File: config.mk
export PLATFORM = sky130hd
export DESIGN_NAME = eth_backoff_timer
export DESIGN_NICKNAME = d
export VERILOG_FILES = /design/src/rtl/bo_pkg.sv /design/src/rtl/bo_lfsr.sv /design/src/rtl/bo_attempt_ctr.sv /design/src/rtl/bo_slot_timer.sv /design/src/rtl/eth_backoff_timer.sv
export SDC_FILE = /design/constraint.sdc
export NUM_CORES = 1
export LEC_CHECK = 0
export BUFFER_PORTS_ARGS = -buffer_cell sky130_fd_sc_hd__buf_2
export CORE_ASPECT_RATIO = 0.8
export CORE_MARGIN = 2
export CORE_UTILIZATION = 60
export DETAILED_ROUTE_END_ITERATION = 10
export HOLD_SLACK_MARGIN = 0.02
export PLACE_DENSITY = 0.79
export SETUP_SLACK_MARGIN = 0.5
export SLEW_MARGIN = 20
export SYNTH_ARGS = -nofsm -noshare
export SYNTH_HDL_FRONTEND = slang
export SYNTH_SLANG_ARGS = --single-unit
File: constraint.sdc
create_clock -name clk -period 3.5 [get_ports clk]
set_input_delay 1.05 -clock clk [delete_from_list [all_inputs] [get_ports clk]]
set_output_delay 1.05 -clock clk [all_outputs]
set_load 0.005 [all_outputs]
File: src/rtl/bo_pkg.sv
package bo_pkg;

    typedef enum logic [0:0] {
        ST_IDLE = 1'b0,
        ST_WAIT = 1'b1
    } wait_state_e;

    typedef struct packed {
        logic busy;
        logic done;
    } timer_flags_t;

    // Width of the random draw for a given attempt number.
    function automatic int unsigned clamp_k(int unsigned n, int unsigned cap);
        return (n < cap) ? n : cap;
    endfunction

    // Mask with the low k bits set.
    function automatic logic [31:0] low_ones(int unsigned k);
        if (k >= 32)
            return '1;
        return (32'd1 << k) - 32'd1;
    endfunction

endpackage

File: src/rtl/bo_lfsr.sv
module bo_lfsr #(
    parameter int W     = 11,
    parameter int OUT_W = 10,
    parameter int SEED  = 1
) (
    input  logic             clk,
    input  logic             rst,
    output logic [OUT_W-1:0] low_bits
);
    // Tap pair per supported width; the top tap is always W-1.
    localparam int TAP_HI = W - 1;
    localparam int TAP_LO = (W == 7)  ? 5  :
                            (W == 9)  ? 4  :
                            (W == 15) ? 13 : 8;

    logic [W-1:0] q;
    logic         fb;

    generate
        if (W == 2) begin : g_tiny
            assign fb = q[1] ^ q[0];
        end else begin : g_normal
            assign fb = q[TAP_HI] ^ q[TAP_LO];
        end
    endgenerate

    always_ff @(posedge clk) begin
        if (rst)
            q <= W'(SEED);
        else
            q <= {q[W-2:0], fb};
    end

    assign low_bits = q[OUT_W-1:0];

endmodule

File: src/rtl/bo_attempt_ctr.sv
module bo_attempt_ctr #(
    parameter int AW = 5
) (
    input  logic          clk,
    input  logic          rst,
    input  logic          clear,
    input  logic          bump,
    output logic [AW-1:0] count,
    output logic [AW-1:0] count_inc
);
    assign count_inc = (count == '1) ? count : count + AW'(1);

    always_ff @(posedge clk) begin
        if (rst || clear)
            count <= '0;
        else if (bump)
            count <= count_inc;
    end

endmodule

File: src/rtl/bo_slot_timer.sv
module bo_slot_timer
    import bo_pkg::*;
#(
    parameter int SW         = 10,
    parameter int SLOT_TICKS = 512
) (
    input  logic          clk,
    input  logic          rst,
    input  logic          cancel,
    input  logic          load,
    input  logic [SW-1:0] load_slots,
    input  logic          tick,
    output timer_flags_t  flags
);
    localparam int TW = (SLOT_TICKS > 2) ? $clog2(SLOT_TICKS) : 1;
    localparam logic [TW-1:0] LAST_TICK = TW'(SLOT_TICKS - 1);

    wait_state_e   state;
    logic [SW-1:0] slots_q;
    logic [TW-1:0] ticks_q;
    logic          done_q;

    always_ff @(posedge clk) begin
        if (rst) begin
            state   <= ST_IDLE;
            slots_q <= '0;
            ticks_q <= '0;
            done_q  <= 1'b0;
        end else begin
            done_q <= 1'b0;
            if (cancel) begin
                state   <= ST_IDLE;
                ticks_q <= '0;
            end else if (load) begin
                ticks_q <= '0;
                slots_q <= load_slots;
                if (load_slots == '0) begin
                    state  <= ST_IDLE;
                    done_q <= 1'b1;
                end else begin
                    state <= ST_WAIT;
                end
            end else if (state == ST_WAIT && tick) begin
                if (ticks_q == LAST_TICK) begin
                    ticks_q <= '0;
                    slots_q <= slots_q - SW'(1);
                    if (slots_q == SW'(1)) begin
                        state  <= ST_IDLE;
                        done_q <= 1'b1;
                    end
                end else begin
                    ticks_q <= ticks_q + TW'(1);
                end
            end
        end
    end

    assign flags.busy = (state == ST_WAIT);
    assign flags.done = done_q;

endmodule

File: src/rtl/eth_backoff_timer.sv
module eth_backoff_timer
    import bo_pkg::*;
#(
    parameter int LFSR_W     = 11,
    parameter int LFSR_SEED  = 1,
    parameter int K_CAP      = 10,
    parameter int ATTEMPT_W  = 5,
    parameter int SLOT_TICKS = 512
) (
    input  logic                 clk,
    input  logic                 rst,
    input  logic                 bit_tick,
    input  logic                 coll_start,
    input  logic                 frame_new,
    output logic                 busy,
    output logic                 done,
    output logic [ATTEMPT_W-1:0] attempt
);
    logic [K_CAP-1:0]     rnd_low;
    logic [ATTEMPT_W-1:0] att_inc;
    logic [K_CAP-1:0]     draw_mask;
    logic [K_CAP-1:0]     draw;
    logic                 take_coll;
    int unsigned          k_now;
    timer_flags_t         flags;

    assign take_coll = coll_start & ~frame_new;

    bo_lfsr #(
        .W     (LFSR_W),
        .OUT_W (K_CAP),
        .SEED  (LFSR_SEED)
    ) u_rng (
        .clk      (clk),
        .rst      (rst),
        .low_bits (rnd_low)
    );

    bo_attempt_ctr #(
        .AW (ATTEMPT_W)
    ) u_att (
        .clk       (clk),
        .rst       (rst),
        .clear     (frame_new),
        .bump      (take_coll),
        .count     (attempt),
        .count_inc (att_inc)
    );

    always_comb begin
        k_now     = clamp_k(32'(att_inc), K_CAP);
        draw_mask = K_CAP'(low_ones(k_now));
        draw      = rnd_low & draw_mask;
    end

    bo_slot_timer #(
        .SW         (K_CAP),
        .SLOT_TICKS (SLOT_TICKS)
    ) u_tmr (
        .clk        (clk),
        .rst        (rst),
        .cancel     (frame_new),
        .load       (take_coll),
        .load_slots (draw),
        .tick       (bit_tick),
        .flags      (flags)
    );

    assign busy = flags.busy;
    assign done = flags.done;

endmodule

==> impl_metrics.ini <==
[outcome]
status = finished, final reports clean

[floorplan]
initial_core_util = 0.619
rows = 19
dieHeight_microns = 56.8
design.die.area_sq_mm = 0.00397
core_sq_mm = 0.00338
die_w_microns = 70.0
io_pins = 12

[yosys]
yosys.area.top_type = dfxtp_1
yosysUniqueCellTypes = 53
synthTopCellsByArea = dfxtp_1 35%, nor2_1 5.6%, xnor2_1 3.8%, a21oi_1 3.6%, ha_1 3.6%
yosysSeqAreaShare = 0.354
synth_edf_count = 0
synth_area_sq_mm = 0.00209
synth.net_count = 264
syn_area_per_cell_sq_um = 8.26
synthArstFlopShare = 0
ys_warn_count = 0
ys.flop_type = dfxtp_1
syn_inst = 253
yosysTopAreaCellShare = 0.354
ys_ff_latch = 37

[sta]
max_freq_mhz = 337
fin_setup_tns_ns = 0
worst_slew_pin_slew_ns = 0.496
finalSetupViolCount = 0
setup_slack_ns = 0.531
finalClockSkew_ns = 0.00397
rsz0062_at_grt = true
final-hold-violation-count = 0
slew_headroom = 0.666
min_period_ns = 2.97
fin_crit_sh = 0.848
finalMaxSlewViolations = 0

[worst_setup_path]
cp_num_buf_inv = 0
cp-start-kind = register
cp_slowest_cell = or4b_4
cp-end-kind = register
crit_chain = ha_4, or2_4, a211o_1, a211o_1, ha_2, o21ai_0, a31o_2, nand2_2, a41oi_2, or4b_4, o21a_1
cp.arrival_ns = 3.16
max_stage_delay_ns = 0.49
r2r_cells = 11
crit_type = reg2reg
critPathMaxFanout = 6
cp_common_cell = a211o_1
cp_top_family = compound AO/OA/AOI/OAI gates
path_depth = 11
cp_data_required_time_ns = 3.69

[cts]
clk_pin_slew_ns = 0.07
cts.sinks = 37
cts.path.max_buffers = 2
cts_max_level = 2
clk_root_buffer_cell = clkbuf_8
insertion_delay_ns = 0.29
cts_buffers = 5
cts_tree = yes

[placement]
place_hpwl_microns = 3060
pre_cts_slack_ns = 0.309
gp_congestion = 0.903
io_buffers = 11

[pwr]
p_int_w = 0.000636
vdd_drop_max_uv = 306
p_comb_frac = 0.083
p_seq_frac = 0.522
power.leakage_nw = 0.906
p_sw_frac = 0.237
powerDensity_mw_per_mm2 = 353
p_sw_w = 0.000198
clockPowerShare = 0.395

[route]
routed_wl_microns = 4560
first_pass_iters = 4
drc_errors = 0
drtIter0Drc = 112
vias = 1848
vias_per_cell = 5.94
postRouteAntennaNets = 0
drt-wirelength-per-cell_microns = 14.7

[grt]
antenna_found_initial = 0
grt_pass1_vias = 1609
grt_pass1_wl_microns = 7620
grt_usage = 0.245
overflow = 0
grt_max_degree = 23

[hold_path]
hold_class = reg2reg
worstHoldPathCells = 2

[cells_and_area]
drive_gt1_frac = 0.190
antennaDiodeCount = 0
area_growth_pct = 13.0
nNetsFinal = 279
nFillCells = 304

[flow_run]
drv_cap = 0
[metrics by stage]
step | instances | hold WS, ns | utilization | cell area (sq um) | total power [W]
after floorplan | 253 | 0.429 | - | 2090 | 0.000490
after global placement | 295 | 0.444 | 0.639 | 2160 | 0.000508
after global routing | 311 | 0.486 | 0.699 | 2360 | 0.000868
after CTS | 304 | 0.473 | 0.678 | 2290 | 0.000839
after detailed placement | 295 | 0.457 | 0.639 | 2160 | 0.000509
final | 311 | 0.476 | 0.699 | 2360 | 0.000834
[synthesized netlist by cell type, drive strengths merged, types with 4 or more instances]
cell,instances
dfxtp,37
nor2,31
nand2,18
a21oi,15
nand3,10
buf,9
inv,9
xnor2,9
clkbuf,8
nor2b,8
xor2,8
mux2i,7
a211oi,6
ha,6
nand2b,6
nand4,6
nor3,6
a211o,5
nand3b,5
and2,4
o21ai,4
[cells in the final DEF, fill, tap and decap left out, types with 7 or more instances in the layout]
cell type   n
a21oi_1    15
nand3_1     9
buf_4      13
buf_2      11
xor2_1      8
xnor2_1     9
dfxtp_1    34
clkbuf_8    7
nand2_1    17
nor2_1     31
nor2b_1     8
inv_1       9
[kinds of logic after synthesis]
| family | synth area share |
|---|---|
| buffers and inverters | 0.0563 |
| and+or+nand+nor | 0.289 |
| muxes | 0.0335 |
| DFF | 0.354 |
| adders and majority gates | 0.0359 |
| AOI/OAI and AO/OA | 0.160 |
| xor gates and xnor gates | 0.0713 |
[worst min-delay path, stage by stage, from the launching register on]
cell and delay [ns]:
dfxtp_1 0.32, nand3_1 0.06, a21oi_1 0.06
[what timing repair did]
action / 4_1_cts / 5_1_grt
setup endpoints to repair: 2 / 2
buffers inserted: 1 / 7
pin swaps: 0 / 3
hold buffers: 0 / 0
gates resized for setup: 4 / 7
[sequential cells by signal, summed over array words and instances, names as in the netlist]
register / cells
u_tmr.ticks_q: 9
u_tmr.done_q: 1
u_att.count: 5
u_tmr.state: 1
u_tmr.slots_q: 10
u_rng.q: 11
[power groups by stage]
stage	combinational (W)	clock, W	sequential [W]
2_1_floorplan	0.0000469	0	0.000443
3_3_place_gp	0.0000635	0	0.000444
3_5_place_dp	0.0000644	0	0.000444
4_1_cts	0.0000666	0.000337	0.000435
5_1_grt	0.0000775	0.000355	0.000436
6_report	0.0000696	0.000329	0.000435
[routing by layer]
layer	vias up	global-route usage	part of all wire
met5	-	0	0
met4	0	0.0989	0.019
met3	8	0.0610	0.073
met2	59	0.350	0.43
met1	860	0.351	0.47
li1	921	-	-
[area by class of cell]
type / count / area [sq um] / area share
Clock buffer: 7 / 96.3 / 0.0408
Clock inverter: 1 / 5.00 / 0.00212
Inverter: 9 / 33.8 / 0.0143
Tap cell: 42 / 52.6 / 0.0223
Multi-Input combinational cell: 190 / 1270 / 0.538
Timing Repair Buffer: 25 / 158 / 0.0668
Sequential cell: 37 / 744 / 0.315
[final timing paths]
kind,startpoint,to,slack (ns)
hold reg to reg,u_tmr.slots_q[7]$_SDFFE_PP0P_,u_tmr.slots_q[7]$_SDFFE_PP0P_,0.48
hold / removal,u_tmr.slots_q[7]$_SDFFE_PP0P_,u_tmr.slots_q[7]$_SDFFE_PP0P_,0.48
setup / recovery,u_att.count[1]$_SDFFE_PP0P_,u_tmr.state$_SDFFE_PP0P_,0.53
setup reg to reg,u_att.count[1]$_SDFFE_PP0P_,u_tmr.state$_SDFFE_PP0P_,0.53
Power figures use the tool's default switching activity.
